$ cat src/rtl/bwx_pkg.sv
package bwx_pkg;

   typedef enum logic [1:0] {
      ST_IDLE  = 2'd0,
      ST_ISSUE = 2'd1,
      ST_WAIT  = 2'd2,
      ST_RESP  = 2'd3
   } bwx_state_e;

endpackage

$ cat src/rtl/bwx_ctl_reg.sv
module bwx_ctl_reg #(
   parameter int DW      = 32,
   parameter int WIN_W   = 2,
   parameter int CFG_BIT = 1,
   parameter int HI_LO   = 2
) (
   input  logic             clk,
   input  logic             rst_n,
   input  logic             we,
   input  logic [DW-1:0]    wdata,
   input  logic             idle,
   output logic             cfg_mode,
   output logic [WIN_W-1:0] hi_bits,
   output logic             pend
);

   if (CFG_BIT >= DW || HI_LO + WIN_W > DW) begin : g_bad_fields
      $error("control fields do not fit in DW");
   end
   if (CFG_BIT >= HI_LO && CFG_BIT < HI_LO + WIN_W) begin : g_overlap
      $error("mode bit overlaps upper-bits field");
   end

   logic             pend_cfg;
   logic [WIN_W-1:0] pend_hi;
   wire              unused_ctl_bits = ^wdata;

   always_ff @(posedge clk or negedge rst_n) begin
      if (!rst_n) begin
         cfg_mode <= 1'b0;
         hi_bits  <= '0;
         pend     <= 1'b0;
         pend_cfg <= 1'b0;
         pend_hi  <= '0;
      end else begin
         if (pend && idle) begin
            cfg_mode <= pend_cfg;
            hi_bits  <= pend_hi;
         end
         if (we) begin
            pend     <= 1'b1;
            pend_cfg <= wdata[CFG_BIT];
            pend_hi  <= wdata[HI_LO +: WIN_W];
         end else if (pend && idle) begin
            pend <= 1'b0;
         end
      end
   end

   // active control value is frozen while a request is in flight
   a_r10_hold_busy: assert property (@(posedge clk) disable iff (!rst_n)
      !idle |=> ($stable(cfg_mode) && $stable(hi_bits)));

endmodule

$ cat src/rtl/bwx_decode.sv
module bwx_decode #(
   parameter int               AW      = 32,
   parameter int               WIN_W   = 2,
   parameter logic [WIN_W-1:0] WIN_TAG = 2'b10,
   parameter int               CFG_AW  = 20,
   parameter int               DEV_LO  = 13,
   parameter int               FUNC_LO = 8,
   parameter int               FUNC_W  = 3,
   parameter int               REG_LO  = 2,
   parameter int               REG_W   = 6,
   parameter int               MAX_DEV = 18,
   parameter int               DEV_W   = 3
) (
   input  logic [AW-1:0]     addr,
   input  logic [WIN_W-1:0]  hi_bits,
   output logic              in_win,
   output logic              cfg_ok,
   output logic [AW-1:0]     mem_addr,
   output logic [AW-1:0]     cfg_addr,
   output logic [DEV_W-1:0]  dev,
   output logic [FUNC_W-1:0] func,
   output logic [REG_W-1:0]  regidx
);

   localparam int OFF_W = AW - WIN_W;
   localparam int NSEL  = CFG_AW - DEV_LO;

   if (NSEL < 2 || DEV_W < $clog2(NSEL)) begin : g_bad_sel
      $error("device select field too narrow");
   end
   if (CFG_AW >= OFF_W) begin : g_bad_region
      $error("configuration region must be smaller than the window");
   end

   logic [NSEL-1:0] sel;
   logic            region_ok;
   logic            one_dev;
   logic            dev_ok;

   assign in_win    = (addr[AW-1 -: WIN_W] == WIN_TAG);
   assign mem_addr  = {hi_bits, addr[OFF_W-1:0]};
   assign cfg_addr  = {{(AW-CFG_AW){1'b0}}, addr[CFG_AW-1:REG_LO], {REG_LO{1'b0}}};
   assign sel       = addr[CFG_AW-1:DEV_LO];
   assign region_ok = (addr[OFF_W-1:CFG_AW] == '0);
   assign one_dev   = ($countones(sel) == 1);
   assign func      = addr[FUNC_LO +: FUNC_W];
   assign regidx    = addr[REG_LO +: REG_W];

   always_comb begin
      dev = '0;
      for (int i = 0; i < NSEL; i++) begin
         if (sel[i]) dev = dev | DEV_W'(i);
      end
   end

   if (MAX_DEV >= NSEL - 1) begin : g_dev_any
      assign dev_ok = 1'b1;
   end else begin : g_dev_cap
      localparam logic [DEV_W-1:0] MAX_DEV_V = DEV_W'(MAX_DEV);
      assign dev_ok = (dev <= MAX_DEV_V);
   end

   assign cfg_ok = region_ok && one_dev && dev_ok;

endmodule

$ cat src/rtl/bwx_merge.sv
module bwx_merge #(
   parameter int DW   = 32,
   parameter int BE_W = DW / 8
) (
   input  logic [DW-1:0]   old_data,
   input  logic [DW-1:0]   new_data,
   input  logic [BE_W-1:0] lanes,
   output logic [DW-1:0]   merged
);

   if (BE_W * 8 != DW) begin : g_bad_lanes
      $error("DW must be a whole number of bytes");
   end

   for (genvar b = 0; b < BE_W; b++) begin : g_lane
      assign merged[b*8 +: 8] = lanes[b] ? new_data[b*8 +: 8] : old_data[b*8 +: 8];
   end

endmodule

$ cat src/rtl/bwx_seq.sv
module bwx_seq
   import bwx_pkg::*;
#(
   parameter int AW      = 32,
   parameter int DW      = 32,
   parameter int BE_W    = DW / 8,
   parameter int DEV_W   = 3,
   parameter int FUNC_W  = 3,
   parameter int REG_W   = 6,
   parameter int DEV_LO  = 13,
   parameter int CFG_AW  = 20
) (
   input  logic              clk,
   input  logic              rst_n,
   input  logic              pend,
   input  logic              cfg_mode,
   output logic              idle,
   input  logic              req_valid,
   output logic              req_ready,
   input  logic              req_write,
   input  logic [DW-1:0]     req_wdata,
   input  logic [BE_W-1:0]   req_be,
   input  logic              in_win,
   input  logic              cfg_ok,
   input  logic [AW-1:0]     mem_addr,
   input  logic [AW-1:0]     cfg_addr,
   input  logic [DEV_W-1:0]  dev,
   input  logic [FUNC_W-1:0] func,
   input  logic [REG_W-1:0]  regidx,
   output logic              rsp_valid,
   output logic [DW-1:0]     rsp_rdata,
   output logic              rsp_err,
   output logic              abort_pulse,
   output logic              bus_req_valid,
   input  logic              bus_req_ready,
   output logic              bus_cfg,
   output logic              bus_write,
   output logic [AW-1:0]     bus_addr,
   output logic [BE_W-1:0]   bus_be,
   output logic [DW-1:0]     bus_wdata,
   output logic [DEV_W-1:0]  bus_cfg_dev,
   output logic [FUNC_W-1:0] bus_cfg_func,
   output logic [REG_W-1:0]  bus_cfg_reg,
   input  logic              bus_rsp_valid,
   input  logic [DW-1:0]     bus_rdata,
   input  logic              bus_abort
);

   bwx_state_e      st;
   logic            rmw_q;
   logic [BE_W-1:0] lanes_q;
   logic [DW-1:0]   data_q;
   logic            err_q;
   logic            abort_q;
   logic [DW-1:0]   merged;
   logic            accept;
   logic            partial;

   assign idle          = (st == ST_IDLE);
   assign req_ready     = idle && !pend;
   assign accept        = req_valid && req_ready;
   assign partial       = req_write && (req_be != '1);
   assign bus_req_valid = (st == ST_ISSUE);
   assign rsp_valid     = (st == ST_RESP);
   assign rsp_rdata     = data_q;
   assign rsp_err       = err_q;
   assign abort_pulse   = rsp_valid && abort_q;

   bwx_merge #(.DW(DW), .BE_W(BE_W)) u_merge (
      .old_data (bus_rdata),
      .new_data (bus_wdata),
      .lanes    (lanes_q),
      .merged   (merged)
   );

   always_ff @(posedge clk or negedge rst_n) begin
      if (!rst_n) begin
         st           <= ST_IDLE;
         rmw_q        <= 1'b0;
         lanes_q      <= '0;
         data_q       <= '0;
         err_q        <= 1'b0;
         abort_q      <= 1'b0;
         bus_cfg      <= 1'b0;
         bus_write    <= 1'b0;
         bus_addr     <= '0;
         bus_be       <= '0;
         bus_wdata    <= '0;
         bus_cfg_dev  <= '0;
         bus_cfg_func <= '0;
         bus_cfg_reg  <= '0;
      end else begin
         unique case (st)
            ST_IDLE: begin
               if (accept) begin
                  if (!in_win) begin
                     err_q   <= 1'b1;
                     abort_q <= 1'b0;
                     data_q  <= '1;
                     st      <= ST_RESP;
                  end else if (cfg_mode && !cfg_ok) begin
                     err_q   <= 1'b1;
                     abort_q <= 1'b1;
                     data_q  <= '1;
                     st      <= ST_RESP;
                  end else begin
                     bus_cfg      <= cfg_mode;
                     bus_addr     <= cfg_mode ? cfg_addr : mem_addr;
                     bus_be       <= cfg_mode ? '1 : req_be;
                     bus_wdata    <= req_wdata;
                     bus_cfg_dev  <= dev;
                     bus_cfg_func <= func;
                     bus_cfg_reg  <= regidx;
                     lanes_q      <= req_be;
                     rmw_q        <= cfg_mode && partial;
                     bus_write    <= req_write && !(cfg_mode && partial);
                     st           <= ST_ISSUE;
                  end
               end
            end
            ST_ISSUE: begin
               if (bus_req_ready) st <= ST_WAIT;
            end
            ST_WAIT: begin
               if (bus_rsp_valid) begin
                  if (bus_abort) begin
                     err_q   <= 1'b1;
                     abort_q <= 1'b1;
                     data_q  <= bus_cfg ? '1 : bus_rdata;
                     rmw_q   <= 1'b0;
                     st      <= ST_RESP;
                  end else if (rmw_q) begin
                     bus_wdata <= merged;
                     bus_write <= 1'b1;
                     rmw_q     <= 1'b0;
                     st        <= ST_ISSUE;
                  end else begin
                     err_q   <= 1'b0;
                     abort_q <= 1'b0;
                     data_q  <= bus_rdata;
                     st      <= ST_RESP;
                  end
               end
            end
            ST_RESP: st <= ST_IDLE;
            default: st <= ST_IDLE;
         endcase
      end
   end

   // a waiting bus cycle is held unchanged
   a_r13_bus_hold: assert property (@(posedge clk) disable iff (!rst_n)
      (bus_req_valid && !bus_req_ready) |=>
         (bus_req_valid && $stable(bus_addr) && $stable(bus_write)));

   // configuration cycles are whole dwords
   a_r6_cfg_full_be: assert property (@(posedge clk) disable iff (!rst_n)
      (bus_req_valid && bus_cfg) |-> (bus_be == '1));

   // configuration address names one device, aligned, inside the region
   a_r4_cfg_shape: assert property (@(posedge clk) disable iff (!rst_n)
      (bus_req_valid && bus_cfg) |->
         (($countones(bus_addr[CFG_AW-1:DEV_LO]) == 1) && (bus_addr[1:0] == 2'b00)
          && (bus_addr[AW-1:CFG_AW] == '0)));

   // response strobe lasts one cycle
   a_r12_rsp_pulse: assert property (@(posedge clk) disable iff (!rst_n)
      rsp_valid |=> !rsp_valid);

   // abort status only with an error response
   a_r12_abort_with_rsp: assert property (@(posedge clk) disable iff (!rst_n)
      abort_pulse |-> (rsp_valid && rsp_err));

   // no request is taken while a control write waits
   a_r10_no_accept_pending: assert property (@(posedge clk) disable iff (!rst_n)
      pend |-> !req_ready);

endmodule

$ cat src/rtl/bus_window_xlate.sv
module bus_window_xlate #(
   parameter int               AW      = 32,
   parameter int               DW      = 32,
   parameter int               BE_W    = DW / 8,
   parameter int               WIN_W   = 2,
   parameter logic [WIN_W-1:0] WIN_TAG = 2'b10,
   parameter int               CFG_AW  = 20,
   parameter int               DEV_LO  = 13,
   parameter int               FUNC_LO = 8,
   parameter int               FUNC_W  = 3,
   parameter int               REG_LO  = 2,
   parameter int               REG_W   = 6,
   parameter int               MAX_DEV = 18,
   parameter int               DEV_W   = $clog2(CFG_AW - DEV_LO),
   parameter int               CFG_BIT = 1,
   parameter int               HI_LO   = 2
) (
   input  logic              clk,
   input  logic              rst_n,
   input  logic              ctl_we,
   input  logic [DW-1:0]     ctl_wdata,
   output logic [DW-1:0]     ctl_rdata,
   input  logic              req_valid,
   output logic              req_ready,
   input  logic              req_write,
   input  logic [AW-1:0]     req_addr,
   input  logic [DW-1:0]     req_wdata,
   input  logic [BE_W-1:0]   req_be,
   output logic              rsp_valid,
   output logic [DW-1:0]     rsp_rdata,
   output logic              rsp_err,
   output logic              abort_pulse,
   output logic              bus_req_valid,
   input  logic              bus_req_ready,
   output logic              bus_cfg,
   output logic              bus_write,
   output logic [AW-1:0]     bus_addr,
   output logic [BE_W-1:0]   bus_be,
   output logic [DW-1:0]     bus_wdata,
   output logic [DEV_W-1:0]  bus_cfg_dev,
   output logic [FUNC_W-1:0] bus_cfg_func,
   output logic [REG_W-1:0]  bus_cfg_reg,
   input  logic              bus_rsp_valid,
   input  logic [DW-1:0]     bus_rdata,
   input  logic              bus_abort
);

   if (REG_LO != 2 || REG_LO + REG_W > FUNC_LO || FUNC_LO + FUNC_W > DEV_LO
       || DEV_LO >= CFG_AW) begin : g_bad_cfg_layout
      $error("configuration offset fields overlap or are misordered");
   end
   if (BE_W * 8 != DW || DW != 32) begin : g_bad_data
      $error("data path must be one 32-bit dword");
   end

   logic              cfg_mode;
   logic [WIN_W-1:0]  hi_bits;
   logic              pend;
   logic              idle;
   logic              in_win;
   logic              cfg_ok;
   logic [AW-1:0]     mem_addr;
   logic [AW-1:0]     cfg_addr;
   logic [DEV_W-1:0]  dev;
   logic [FUNC_W-1:0] func;
   logic [REG_W-1:0]  regidx;

   bwx_ctl_reg #(
      .DW(DW), .WIN_W(WIN_W), .CFG_BIT(CFG_BIT), .HI_LO(HI_LO)
   ) u_ctl (
      .clk      (clk),
      .rst_n    (rst_n),
      .we       (ctl_we),
      .wdata    (ctl_wdata),
      .idle     (idle),
      .cfg_mode (cfg_mode),
      .hi_bits  (hi_bits),
      .pend     (pend)
   );

   always_comb begin
      ctl_rdata                   = '0;
      ctl_rdata[CFG_BIT]          = cfg_mode;
      ctl_rdata[HI_LO +: WIN_W]   = hi_bits;
   end

   bwx_decode #(
      .AW(AW), .WIN_W(WIN_W), .WIN_TAG(WIN_TAG), .CFG_AW(CFG_AW),
      .DEV_LO(DEV_LO), .FUNC_LO(FUNC_LO), .FUNC_W(FUNC_W),
      .REG_LO(REG_LO), .REG_W(REG_W), .MAX_DEV(MAX_DEV), .DEV_W(DEV_W)
   ) u_dec (
      .addr     (req_addr),
      .hi_bits  (hi_bits),
      .in_win   (in_win),
      .cfg_ok   (cfg_ok),
      .mem_addr (mem_addr),
      .cfg_addr (cfg_addr),
      .dev      (dev),
      .func     (func),
      .regidx   (regidx)
   );

   bwx_seq #(
      .AW(AW), .DW(DW), .BE_W(BE_W), .DEV_W(DEV_W), .FUNC_W(FUNC_W),
      .REG_W(REG_W), .DEV_LO(DEV_LO), .CFG_AW(CFG_AW)
   ) u_seq (
      .clk           (clk),
      .rst_n         (rst_n),
      .pend          (pend),
      .cfg_mode      (cfg_mode),
      .idle          (idle),
      .req_valid     (req_valid),
      .req_ready     (req_ready),
      .req_write     (req_write),
      .req_wdata     (req_wdata),
      .req_be        (req_be),
      .in_win        (in_win),
      .cfg_ok        (cfg_ok),
      .mem_addr      (mem_addr),
      .cfg_addr      (cfg_addr),
      .dev           (dev),
      .func          (func),
      .regidx        (regidx),
      .rsp_valid     (rsp_valid),
      .rsp_rdata     (rsp_rdata),
      .rsp_err       (rsp_err),
      .abort_pulse   (abort_pulse),
      .bus_req_valid (bus_req_valid),
      .bus_req_ready (bus_req_ready),
      .bus_cfg       (bus_cfg),
      .bus_write     (bus_write),
      .bus_addr      (bus_addr),
      .bus_be        (bus_be),
      .bus_wdata     (bus_wdata),
      .bus_cfg_dev   (bus_cfg_dev),
      .bus_cfg_func  (bus_cfg_func),
      .bus_cfg_reg   (bus_cfg_reg),
      .bus_rsp_valid (bus_rsp_valid),
      .bus_rdata     (bus_rdata),
      .bus_abort     (bus_abort)
   );

   // a request outside the window never becomes a bus cycle
   a_r1_no_fwd: assert property (@(posedge clk) disable iff (!rst_n)
      (req_valid && req_ready && !in_win) |=> rsp_valid && rsp_err && !bus_req_valid);

endmodule

$ cat config.mk
export PLATFORM = sky130hd
export DESIGN_NAME = bus_window_xlate
export DESIGN_NICKNAME = d
export VERILOG_FILES = /design/src/rtl/bwx_pkg.sv /design/src/rtl/bwx_ctl_reg.sv /design/src/rtl/bwx_decode.sv /design/src/rtl/bwx_merge.sv /design/src/rtl/bwx_seq.sv /design/src/rtl/bus_window_xlate.sv
export SDC_FILE = /design/constraint.sdc
export NUM_CORES = 1
export LEC_CHECK = 0
export BUFFER_PORTS_ARGS = -buffer_cell sky130_fd_sc_hd__buf_2
export CELL_PAD_IN_SITES_DETAIL_PLACEMENT = 1
export CELL_PAD_IN_SITES_GLOBAL_PLACEMENT = 1
export CORE_ASPECT_RATIO = 1.5
export CORE_MARGIN = 2
export CORE_UTILIZATION = 40
export CTS_CLUSTER_SIZE = 10
export DETAILED_ROUTE_END_ITERATION = 10
export PLACE_DENSITY = 0.95
export RECOVER_POWER = 25
export SYNTH_ARGS = -nofsm -noshare
export SYNTH_HDL_FRONTEND = slang
export SYNTH_HIERARCHICAL = 1
export SYNTH_SLANG_ARGS = --single-unit
$ cat constraint.sdc
create_clock -name clk -period 4 [get_ports clk]
set_clock_uncertainty 0.1 [all_clocks]
set_input_delay 0.2 -clock clk [delete_from_list [all_inputs] [get_ports clk]]
set_output_delay 0.2 -clock clk [all_outputs]
set_load 0.05 [all_outputs]
After elaboration in Yosys (flattened, before gate mapping)
Index checks and enable logic that the tools add are counted.
Widths: inputs -> output; s select.
{"block": "op_classes", "bitwise": 1, "addsub": 6, "n_mul": 0, "shift": 0, "n_eq_ne": 19, "n_reduce_logical": 25, "n_div": 0, "magnitude_cmp": 0, "mux": 59}
{"operator": "$mux 32", "n": 14}
{"operator": "$pmux 32 s2", "n": 2}
{"operator": "$add 32x32->32", "n": 2}
{"operator": "$add 32x1->32", "n": 1}
{"operator": "$eq 32x2->1 const B", "n": 1}
{"operator": "$mux 8", "n": 4}
{"operator": "$reduce_and 8->1", "n": 4}
{"operator": "$mux 1", "n": 21}
{"operator": "$mux 2", "n": 9}
{"operator": "$ne 2x2->1 const B", "n": 7}
{"operator": "$logic_not 10->1", "n": 1}
{"operator": "$reduce_and 5->1", "n": 2}
{"operator": "$logic_and 1x1->1", "n": 9}
{"operator": "$mux 3", "n": 3}
{"operator": "$ne 2x1->1 const B", "n": 4}
{"operator": "$pmux 1 s2", "n": 4}
{"operator": "$pmux 2 s4", "n": 1}
{"operator": "$reduce_and 7->1", "n": 1}
{"operator": "$add 1x1->2", "n": 3}
{"operator": "$eq 2x2->1 const B", "n": 3}
{"operator": "$ne 3x3->1 const B", "n": 2}
{"operator": "$mux 4", "n": 1}
{"operator": "$ne 4x4->1 const B", "n": 1}
{"operator": "$reduce_and 4->1", "n": 1}
{"operator": "6 further kinds", "n": 9}
{"block": "totals", "inputBits": 140, "latch_bits": 0, "romBits": 0, "out_inout_bits": 151, "ff_bits": 130, "wordCells": 132, "mem_bits_rw": 0, "n_memories": 0}

Longest topological paths before layout
Gate-level depths: netlist of run 1.
{"block": "logic_depth", "ltp_word": 11, "depth_mapped": 14, "depth_no_buf": 12}

Cells and area by module
Netlist of run 1, hierarchy kept.
{"module": "bwx_seq", "instances": 1, "seq_area_each_um2": 3078.0, "area_per_inst_um2": 5268.8, "cells_each": 449}
{"module": "bwx_decode", "instances": 1, "seq_area_each_um2": 0.0, "area_per_inst_um2": 768.2, "cells_each": 96}
{"module": "bwx_merge", "instances": 1, "seq_area_each_um2": 0.0, "area_per_inst_um2": 525.5, "cells_each": 36}
{"module": "bwx_ctl_reg", "instances": 1, "seq_area_each_um2": 175.2, "area_per_inst_um2": 272.8, "cells_each": 16}
{"module": "bus_window_xlate", "instances": 1, "seq_area_each_um2": 0.0, "area_per_inst_um2": 229.0, "cells_each": 31}

Worst setup path before layout of run 1
Ideal clock, no wire load.
{"block": "synth_path", "kind": "input port to flip-flop", "start": "input req_addr[13]", "end": "register u_seq.bus_cfg", "stages": 13, "path_buffers": 2, "arrival_ps": 3046, "setup_ps": 128, "t_required_ps": 3772, "path_slack_ps": 726, "path_cell_list": "fa_1 > ha_1 > ha_1 > inv_1 > fa_1 > and4bb_2 > nand3_1 > a21oi_2 > nand2b_1 > and3_1 > buf_2 > buf_4 > mux2_1"}
{"block": "synth_between", "elab_chain_len": 9}
{"item": "from (decl)", "line": "bus_window_xlate.sv:26", "source": "input logic [AW-1:0] req_addr,"}
{"item": "$add 1x1->2 (implied by the code)", "line": "bwx_decode.sv:45", "source": "assign one_dev = ($countones(sel) == 1);"}
{"item": "$add 32x32->32 (implied by the code) (2 in series)", "line": "bwx_decode.sv:45"}
{"item": "$eq 32x2->1", "line": "bwx_decode.sv:45"}
{"item": "$logic_and 1x1->1", "line": "bwx_decode.sv:63", "source": "assign cfg_ok = region_ok && one_dev && dev_ok;"}
{"item": "named net cfg_ok", "line": "bus_window_xlate.sv:61", "source": "logic cfg_ok;"}
{"item": "$logic_not 1->1", "line": "bwx_seq.sv:101", "source": "end else if (cfg_mode && !cfg_ok) begin"}
{"item": "$logic_and 1x1->1", "line": "bwx_seq.sv:101"}
{"item": "$not 1->1 (no source line)"}
{"item": "$reduce_and 4->1 (no source line)"}
{"item": "to (signal assigned)", "line": "bwx_seq.sv:107", "source": "bus_cfg <= cfg_mode;"}
{"item": "to (decl)", "line": "bwx_seq.sv:36", "source": "output logic bus_cfg,"}
The timed path passes the listed nets, and every way through them passes these cells.
A chain may end at the register's enable or synchronous reset.

Worst setup path after layout of run 1
{"block": "layout_path", "start": "input req_addr[13]", "end": "register u_seq.data_q[2] (netlist: u_seq/rsp_rdata[2])"}
{"block": "layout_between", "elab_chain_len": 9}
{"item": "$add 1x1->2 (implied by the code)", "line": "bwx_decode.sv:45"}
{"item": "$add 32x32->32 (implied by the code) (2 in series)", "line": "bwx_decode.sv:45"}
{"item": "$eq 32x2->1", "line": "bwx_decode.sv:45"}
{"item": "$logic_and 1x1->1", "line": "bwx_decode.sv:63"}
{"item": "named net cfg_ok", "line": "bus_window_xlate.sv:61"}
{"item": "$logic_not 1->1", "line": "bwx_seq.sv:101"}
{"item": "$logic_and 1x1->1", "line": "bwx_seq.sv:101"}
{"item": "$ne 3x3->1 (no source line)"}
{"item": "$reduce_and 5->1 (no source line)"}
{"item": "to (signal assigned)", "line": "bwx_seq.sv:129", "source": "data_q <= bus_cfg ? '1 : bus_rdata;"}
{"item": "to (signal assigned)", "line": "bwx_seq.sv:140", "source": "data_q <= bus_rdata;"}
{"item": "to (decl)", "line": "bwx_seq.sv:52", "source": "logic [DW-1:0] data_q;"}
The timed path passes the listed nets, and every way through them passes these cells.

==> run metrics, run 1 <==
GRT Overall Usage 0.236; FF-to-FF End u_seq/bus_wdata[2]; synthesized area 7060 um2; # resized after CTS 0; type of the worst setup path primary input to register; setup slack, reg-to-reg 1450 ps; Sink Count 130; crit path DAT 3600 ps; Top FF cell, synth dfrtp_1; # diodes 0; Area contributors post-synth dfrtp_1 (46%), buf_4 (12%), mux2i_1 (9.1%); Syn Inst Count 628; global-route wire length before repair 34800 um; sequential cell area 3250 um2; final worst-path cycle share 0.842; final setup fails 0; CP max FO 26; cells along the critical path buf_2 -> fa_1 -> ha_1 -> ha_1 -> inv_1 -> fa_1 -> and4bb_2 -> nand3_1 -> a21oi_2 -> nand2b_1 -> o2bb2ai_1 -> a21oi_4 -> buf_4 -> o22a_1; post-route setup slack 633 ps; clock latency on the worst-skew pair 410 ps; DR pass1 iterations 4; Setup WS pre-CTS 266 ps; final WL 22000 um; sequential share of the synthesized area 0.461; commonest non-fill, non-tap cell in the layout buf_2; DR iter-0 viols 206; H-tree levels 4; syn_area_per_cell 11.2 um2; vias 5571; final hold violations 0; Yosys warning count 6; GRT overflow 0; ys async rst share 1.00; Seq pwr share 0.283; Max Fclk 0.297 GHz; post-synth top area cell dfrtp_1; crit start category primary input; Via density 5.09; Die Width 113 um; HP Class primary input to register; setup TNS 0 ps; DRC 0; fin. max-slew vios 101; Hold Path Depth 3; R2R depth 4; routed len/inst 20.1 um; IO buf count 232; status complete, but fails checks; PD cells 937 nW/um2; cts bufs inserted 17; Slowest cell on crit path fa_1; post-route ant nets 0; fillers 1935; Layout area overhead 29.2%; Combinational Power Share 0.535; Nets 1016; RePlAce Congestion 0.776; vias in the first global route 6417; initial antenna violation count 0; layout cells sized above 1 0.338; Max IR drop VDD 654 uV; Die Footprint 18800 um2; #FFs+latches synth 130; switching power 4410 uW; CTS tree done; Hold Path Sink u_seq/bus_wdata[12]; Slowest Stage Delay on Critical Path 490 ps; multi-input logic area 2960 um2; RSZ-0062 raised after global routing no; clk buf depth 2; I/O pins 291; Max transition margin -0.718; violations in the final reports capacitance limit, slew limit; Post-synth EDFFs 0; hold path startpoint req_wdata[12]; num rows 59; commonest non-fill, non-tap cells in the layout buf_2 (205), dfrtp_1 (129), dlygate4sd3_1 (81); leak pwr 0.00445 uW; sw frac 0.515; post-route cell area 9130 um2; Max Cap Violations 1; core area 17300 um2; Distinct cells, synth 46; post-synth top area share 0.461; r2r startpoint u_seq/st[1]; clock power share 0.181; DP Wirelength 13900 um; critical path endpoint category register; die height 167 um; Initial Utilization 0.407; largest net degree at the start of global routing 101; clock transition at the registers of the reported paths 60 ps; worst slew pin tran 2580 ps; Pint 4150 uW; Cell Area, Placed 7770 um2; CP Data Required Time 4230 ps; CTS Root Cell clkbuf_16; Period minus WS final 3370 ps
[kinds of logic (layout without fill, tap and decap cells)]
| group | count (synthesis) | count (layout) | synth area share |
|---|---|---|---|
| other | 2 | 43 | 0.00106 |
| muxes | 120 | 120 | 0.199 |
| and+or+nand+nor | 105 | 105 | 0.0703 |
| buffers and inverters | 147 | 359 | 0.148 |
| adders and majority gates | 7 | 7 | 0.0156 |
| AOI/OAI and AO/OA | 117 | 117 | 0.106 |
| DFF | 130 | 130 | 0.461 |
[what timing repair did]
action                    CTS  global route
hold buffers               81             0
hold endpoints to repair  180             0
setup buffers               0             0
[synthesized netlist by cell type, types with 2 or more instances]
library cell    n
and3_1          3
inv_1           7
nand2b_1        4
a21oi_2         2
o21ai_0        28
mux2i_1        64
ha_1            4
o22a_2          2
nor4_2          2
o21ai_1         7
nor2b_1         4
mux2_1         18
conb_1          2
buf_6           7
mux2_2          3
clkbuf_1        4
a21oi_1        38
mux2_4         35
or3_1           3
fa_1            3
o31ai_1         2
o22a_1         30
buf_2          16
nand2_1        36
buf_4         112
nor2_1         43
dfrtp_1       130
[worst max-delay path, delay by kind of cell]
family                   cells  cell delay, ps
AO/OA/AOI/OAI                4             780
AND/OR/NAND/NOR              3             560
adder cells (fa/ha/maj)      4            1450
buffers and inverters        3             570
[layout make-up]
type | instances | area share
Inverter | 7 | 0.00288
Clock buffer | 19 | 0.0496
Sequential cell | 130 | 0.356
Clock inverter | 12 | 0.0145
Timing Repair Buffer | 321 | 0.223
Tap cell | 213 | 0.0292
Multi-Input combinational cell | 392 | 0.324
[how the worst max path moves through the flow]
| stage | startpoint | endpoint | slack, ps | cells after the start |
|---|---|---|---|---|
| after CTS | req_addr[13] | u_seq/rsp_rdata[2] | 680 | 14 |
| after floorplan | req_addr[13] | u_seq/bus_cfg | 730 | 13 |
| after global routing | req_addr[13] | u_seq/rsp_rdata[2] | 480 | 14 |
| final | req_addr[13] | u_seq/rsp_rdata[2] | 630 | 14 |
| after detailed placement | req_addr[13] | u_seq/rsp_rdata[2] | 270 | 14 |
| after global placement | req_addr[13] | u_seq/rsp_rdata[0] | 330 | 14 |
[per-layer routing]
| metal | share of wire | global-route usage | routed length [um] | up-vias |
|---|---|---|---|---|
| met3 | 0.041 | 0.0418 | 891 | 36 |
| met5 | 0 | 0 | 0 | - |
| met4 | 0.025 | 0.0896 | 556 | 0 |
| li1 | - | - | - | 2512 |
| met1 | 0.37 | 0.250 | 8060 | 2817 |
| met2 | 0.57 | 0.455 | 12500 | 206 |
[per-stage QoR]
step,power (uW),hold WS (ps),std cells,util
2_1_floorplan,5900,-196,669,-
3_3_place_gp,6710,277,982,0.448
3_5_place_dp,6890,291,982,0.448
4_1_cts,8540,2.78,1094,0.528
5_1_grt,8950,26.8,1094,0.526
6_report,8560,9.18,1094,0.526
[power groups by stage]
stage          clock [uW]  combinational, uW  sequential (uW)
6_report             1550               4580             2420
5_1_grt              1650               4800             2510
4_1_cts              1590               4570             2390
3_5_place_dp            0               4490             2400
3_3_place_gp            0               4360             2350
2_1_floorplan           0               1670             4230
Note: power is estimated with default switching activity, not from simulation.
==> run 2: changes to the inputs <==
--- a/config.mk
+++ b/config.mk
@@ -10,10 +10,10 @@
 export CELL_PAD_IN_SITES_GLOBAL_PLACEMENT = 1
 export CORE_ASPECT_RATIO = 1.5
 export CORE_MARGIN = 2
-export CORE_UTILIZATION = 40
+export CORE_UTILIZATION = 33
 export CTS_CLUSTER_SIZE = 10
 export DETAILED_ROUTE_END_ITERATION = 10
-export PLACE_DENSITY = 0.95
+export PLACE_DENSITY = 0.85
 export RECOVER_POWER = 25
 export SYNTH_ARGS = -nofsm -noshare
 export SYNTH_HDL_FRONTEND = slang
==> constraint.sdc (replaced) <==
create_clock -name clk -period 3 [get_ports clk]
set_clock_uncertainty 0.1 [all_clocks]
set_input_delay 0.15 -clock clk [delete_from_list [all_inputs] [get_ports clk]]
set_output_delay 0.15 -clock clk [all_outputs]
set_load 0.05 [all_outputs]
==> run 2 against run 1 <==
Net effect: the run still ends with capacitance limit, slew limit left; power grew 40%; register-to-register slack lost 770 ps; worst hold slack improved by 27 ps; sequential power rose by 36%.
==> run metrics, run 2 (synthesis results as in run 1) <==
GRT Overall Usage 0.200 (was 0.236); fin. max-slew vios 80 (was 101); Hold Path Sink u_seq/bus_cfg_dev[1] (was u_seq/bus_wdata[12]); final setup fails 0 (unchanged); global-route wire length before repair 34700 um (was 34800 um); worst slew pin tran 2140 ps (was 2580 ps); final hold violations 0 (unchanged); WP buf/inv 3 (unchanged); final WL 23000 um (was 22000 um); family with the most delay on the worst path adder cells (unchanged); setup slack, reg-to-reg 680 ps (was 1450 ps); DR pass1 iterations 4 (unchanged); FF-to-FF End u_seq/rsp_rdata[29] (was u_seq/bus_wdata[2]); clock transition at the registers of the reported paths 70 ps (was 60 ps); Die Width 123 um (was 113 um); Slowest cell on crit path fa_1 (unchanged); die height 183 um (was 167 um); placed cell count 1053 (was 982); r2r startpoint u_seq/st[1] (unchanged); HP Class primary input to register (unchanged); CTS Root Cell clkbuf_16 (unchanged); R2R depth 5 (was 4); critical path endpoint category register (unchanged); cts bufs inserted 17 (unchanged); worst hold slack 35.9 ps (was 9.18 ps); sw frac 0.501 (was 0.515); CP Data Required Time 3190 ps (was 4230 ps); Max IR drop VDD 487 uV (was 654 uV); CP max FO 15 (was 26); clock latency on the worst-skew pair 410 ps (about the same); Hold Path Depth 3 (unchanged); clk buf depth 2 (unchanged); final worst-path cycle share 0.972; Initial Utilization 0.335 (was 0.407); fillers 2327 (was 1935); Pint 5980 uW (was 4150 uW); DP Wirelength 14200 um (was 13900 um); violations in the final reports capacitance limit, slew limit (unchanged); RePlAce Congestion 0.750 (was 0.776); Via density 4.77 (was 5.09); H-tree levels 4 (unchanged); largest net degree at the start of global routing 81 (was 101); GRT overflow 0 (unchanged); initial antenna violation count 1 (was 0); I/O pins 291 (unchanged); commonest non-fill, non-tap cell in the layout buf_2 (unchanged); num rows 65 (was 59); status complete, but fails checks (unchanged); Sink Count 130 (unchanged); leak pwr 0.00478 uW (was 0.00445 uW); Nets 1059 (was 1016); switching power 6000 uW (was 4410 uW); layout cells sized above 1 0.397 (was 0.338); post-route cell area 9850 um2 (was 9130 um2); DR iter-0 viols 219 (was 206); crit start category primary input (unchanged); Max Cap Violations 1 (unchanged); Cell Area, Placed 8080 um2 (was 7770 um2); crit path DAT 3110 ps (was 3600 ps); Layout area overhead 39.4% (was 29.2%); DRC 0 (unchanged); type of the worst setup path primary input to register (unchanged); Period minus WS final 2920 ps; commonest non-fill, non-tap cells in the layout buf_2 (230), dfrtp_1 (129), dlygate4sd3_1 (104) (was buf_2 (205), dfrtp_1 (129), dlygate4sd3_1 (81)); Slowest Stage Delay on Critical Path 520 ps (was 490 ps); clock power share 0.195 (was 0.181); Seq pwr share 0.274 (was 0.283); vias in the first global route 6336 (was 6417); IO buf count 232 (unchanged); post-route ant nets 0 (unchanged); vias 5696 (was 5571); Non-Filler Instances 1194 (was 1094); RSZ-0062 raised after global routing yes (was no); Max transition margin -0.425 (was -0.718); CTS tree done (unchanged); hold path startpoint req_addr[15] (was req_wdata[12]); CP dominant cell by count ha_4; cells along the critical path buf_2 -> fa_2 -> ha_4 -> ha_4 -> inv_2 -> fa_1 -> and4bb_2 -> nand3_2 -> a21oi_2 -> nand2b_4 -> and3_4 -> buf_4 -> mux2_4 (was buf_2 -> fa_1 -> ha_1 -> ha_1 -> inv_1 -> fa_1 -> and4bb_2 -> nand3_1 -> a21oi_2 -> nand2b_1 -> o2bb2ai_1 -> a21oi_4 -> buf_4 -> o22a_1); Die Footprint 22600 um2 (was 18800 um2); Max Fclk 0.343 GHz; PD cells 1220 nW/um2 (was 937 nW/um2); Combinational Power Share 0.531 (was 0.535); core area 21100 um2 (was 17300 um2); routed len/inst 19.3 um (was 20.1 um)
==> run 2: worst max path at each step <==
| stage | from | end | slack, ps | cells past startpoint |
|---|---|---|---|---|
| floorplan | req_addr[16] | u_seq/bus_cfg | -100 | 13 |
| global placement | req_addr[16] | u_seq/bus_cfg_func[2] | -310 | 13 |
| detailed placement | req_addr[14] | u_seq/bus_addr[17] | -480 | 15 |
| CTS | req_addr[16] | u_seq/bus_cfg_func[2] | 9 | 13 |
| global route | req_addr[16] | u_seq/bus_wdata[9] | -20 | 15 |
| finish | req_addr[16] | u_seq/bus_cfg | 80 | 13 |
==> run 2: power by group through the flow <==
stage / combinational (uW) / sequential [uW] / clock [uW]
after floorplan: 2300 / 5650 / 0
after global placement: 6030 / 3220 / 0
after detailed placement: 6160 / 3260 / 0
after CTS: 6280 / 3260 / 2390
after global routing: 6670 / 3390 / 2460
final: 6360 / 3280 / 2330
==> run 2: metal layers <==
layer | track usage | up-vias | wire length, um
met5 | 0 | - | 0
met4 | 0.0850 | 0 | 755
met3 | 0.0401 | 49 | 1020
met2 | 0.376 | 189 | 12800
met1 | 0.211 | 2854 | 8490
li1 | - | 2604 | -
==> run 2: worst reg2reg max path, stage by stage, from the launching register on <==
cell      delay, ps
dfrtp_1         530
nor4b_4         540
nor2_2          110
a2111o_1        350
buf_4           270
o22a_1          280
==> run 2: final cells by class <==
type                       instances  area, um2  share of cell area
clock buffer                      17        425              0.0432
sequential                       130       3250               0.331
multi-input combinational        392       3070               0.312
antenna                            1       2.50            0.000254
timing repair buffer             364       2500               0.254
tap                              268        335              0.0341
inverter                           7       26.3             0.00267
clock inverter                    15        233              0.0236
==> run 2: stage by stage <==
step,setup WS [ps],util,TNS (ps),power [uW]
floorplan,-103,-,-1280,7950
global placement,-310,0.384,-26590,9250
detailed placement,-476,0.384,-37290,9430
CTS,9.22,0.464,0,11900
global route,-17.8,0.467,-24.4,12500
finish,82.7,0.467,0,12000
==> run 2: what timing repair did <==
| action | in CTS | in global routing |
|---|---|---|
| hold buffers | 103 | 1 |
| setup buffers | 0 | 3 |
| setup endpoints to repair | 1 | 67 |
| resized for setup | 1 | 8 |
| gates cloned | 0 | 1 |
| endpoints found under the hold margin | 190 | 1 |
==> run 3: changes to the inputs <==
--- a/config.mk
+++ b/config.mk
@@ -6,11 +6,9 @@
 export NUM_CORES = 1
 export LEC_CHECK = 0
 export BUFFER_PORTS_ARGS = -buffer_cell sky130_fd_sc_hd__buf_2
-export CELL_PAD_IN_SITES_DETAIL_PLACEMENT = 1
-export CELL_PAD_IN_SITES_GLOBAL_PLACEMENT = 1
 export CORE_ASPECT_RATIO = 1.5
 export CORE_MARGIN = 2
-export CORE_UTILIZATION = 33
+export CORE_UTILIZATION = 44
 export CTS_CLUSTER_SIZE = 10
 export DETAILED_ROUTE_END_ITERATION = 10
 export PLACE_DENSITY = 0.85
==> run 3 against run 2 <==
Net effect: the run still ends with capacitance limit, slew limit left; critical path depth is 2 higher; register-to-register slack better by 100 ps; first-iteration DRC count is 34% higher; routed wire length is 11% lower; global-route usage is 3.5 points higher; sequential power is 1% lower; non-clock buffer count is 1 lower; sequential cell count stayed put; critical endpoint is now u_seq/bus_addr[17].
==> run metrics, run 3 (synthesis results as in run 1) <==
critical path endpoint category register (unchanged); Slowest Stage Delay on Critical Path 540 ps (was 520 ps); violations in the final reports capacitance limit, slew limit (unchanged); GRT Overall Usage 0.235 (was 0.200); commonest non-fill, non-tap cell in the layout buf_2 (unchanged); cts bufs inserted 17 (unchanged); I/O pins 291 (unchanged); vias in the first global route 6096 (was 6336); DR pass1 iterations 4 (unchanged); Sink Count 130 (unchanged); worst hold slack 10.6 ps (was 35.9 ps); Slowest cell on crit path fa_1 (unchanged); final hold violations 0 (unchanged); commonest non-fill, non-tap cells in the layout buf_2 (225), dfrtp_1 (129), dlygate4sd3_1 (104) (was buf_2 (230), dfrtp_1 (129), dlygate4sd3_1 (104)); IO buf count 232 (unchanged); vias 5692 (was 5696); final setup fails 0 (unchanged); fin. max-slew vios 84 (was 80); routed len/inst 18.1 um (was 19.3 um); Setup WS pre-CTS -334 ps (was -476 ps); post-route setup slack 67.4 ps (was 82.7 ps); CTS Root Cell clkbuf_16 (unchanged); Max IR drop VDD 718 uV (was 487 uV); die height 159 um (was 183 um); Initial Utilization 0.450 (was 0.335); GRT overflow 0 (unchanged); CP Data Required Time 3220 ps (was 3190 ps); status complete, but fails checks (unchanged); post-route ant nets 0 (unchanged); crit path DAT 3150 ps (was 3110 ps); DP Wirelength 12500 um (was 14200 um); core area 15700 um2 (was 21100 um2); DRC 0 (unchanged); num rows 56 (was 65); CTS tree done (unchanged); layout cells sized above 1 0.393 (was 0.397); worst slew pin tran 2120 ps (was 2140 ps); PD cells 1200 nW/um2 (was 1220 nW/um2); clock transition at the registers of the reported paths 60 ps (was 70 ps); crit start category primary input (unchanged); clk buf depth 2 (unchanged); Layout area overhead 38.6% (was 39.4%); Period minus WS final 2930 ps (was 2920 ps); type of the worst setup path primary input to register (unchanged); clock latency on the worst-skew pair 400 ps (was 410 ps); largest net degree at the start of global routing 85 (was 81); Die Footprint 17100 um2 (was 22600 um2); RSZ-0062 raised after global routing yes (unchanged); H-tree levels 4 (unchanged); initial antenna violation count 1 (unchanged); DR iter-0 viols 293 (was 219); Max Cap Violations 1 (unchanged); final worst-path cycle share 0.978 (was 0.972); RePlAce Congestion 0.831 (was 0.750); Via density 5.05 (was 4.77); HP Class primary input to register (unchanged); leak pwr 0.00479 uW (was 0.00478 uW); cells along the critical path buf_4 -> fa_1 -> ha_4 -> ha_4 -> inv_2 -> fa_1 -> and4bb_2 -> nand3_2 -> a21oi_2 -> nand2b_4 -> and3_4 -> buf_12 -> buf_16 -> nor2_2 -> a21oi_1 (was buf_2 -> fa_2 -> ha_4 -> ha_4 -> inv_2 -> fa_1 -> and4bb_2 -> nand3_2 -> a21oi_2 -> nand2b_4 -> and3_4 -> buf_4 -> mux2_4); Die Width 107 um (was 123 um); Nets 1058 (was 1059); Max Fclk 0.341 GHz (was 0.343 GHz); final WL 20500 um (was 23000 um); global-route wire length before repair 31700 um (was 34700 um); CP max FO 13 (was 15); Max transition margin -0.412 (was -0.425)
run 3: changes by cell type in the layout (fill, tap and decap cells not counted), sizes merged:
| cell | delta |
|---|---|
| buf | -5 |
| clkinv | -1 |
| clkbuf | +5 |
| inv | +3 |
| bufinv | -1 |
| clkinvlp | -2 |
run 3: report_power, final:
group / internal [uW] / switching, uW / total (uW)
registers: 2560 / 677 / 3240
logic: 1940 / 4380 / 6320
clock network: 1430 / 816 / 2240
run 3: worst max-delay path: cells and delay by family:
kind | cells | cell delay, ps
adders and majority gates | 4 | 1490
and+or+nand+nor | 5 | 730
buffers and inverters | 4 | 480
AOI/OAI and AO/OA | 2 | 270
run 3: per-layer routing:
| metal | routed length, um | global-route usage | part of all wire | vias up |
|---|---|---|---|---|
| li1 | - | - | - | 2604 |
| met1 | 7330 | 0.249 | 0.36 | 2753 |
| met2 | 11200 | 0.430 | 0.55 | 257 |
| met3 | 994 | 0.0463 | 0.049 | 78 |
| met4 | 918 | 0.125 | 0.045 | 0 |
| met5 | 0 | 0 | 0 | - |
run 3: area by class of cell:
type	instances	area [um2]
fill	1204	5900
sequential	130	3250
multi-input combinational	392	3070
timing repair buffer	363	2540
clock buffer	18	439
tap	203	254
clock inverter	14	201
inverter	7	26.3
antenna	1	2.50
run 3: path summary, 6_finish.rpt:
check                           startpoint  slack, ps             endpoint  cells after the start
min in group asynchronous            rst_n        800   u_seq/bus_addr[29]                      2
hold reg to reg            u_seq/bus_write        370      u_seq/bus_write                      2
setup / recovery              req_addr[13]         70   u_seq/bus_addr[17]                     15
hold / removal               req_wdata[16]         10  u_seq/bus_wdata[16]                      3
max in group asynchronous            rst_n        600       u_ctl/cfg_mode                      2
setup reg to reg               u_seq/st[0]        780  u_seq/rsp_rdata[24]                      5
run 3: metrics by stage:
stage                     cell area (um2)  cells  TNS, ps  total power, uW   util
after global routing                 9790   1128    -64.1            12300  0.624
after global placement               8020    987   -26530             9170  0.511
after CTS                            9700   1123        0            11700  0.618
after detailed placement             8020    987   -30580             9330  0.511
after floorplan                      7340    669    -1280             7950      -
final                                9790   1128        0            11800  0.624
run 3: what timing repair did:
| action | CTS | global route |
|---|---|---|
| gates resized for setup | 0 | 15 |
| endpoints found under the setup margin | 0 | 27 |
| hold buffers | 104 | 0 |
| endpoints found under the hold margin | 196 | 0 |
| setup buffers | 0 | 2 |
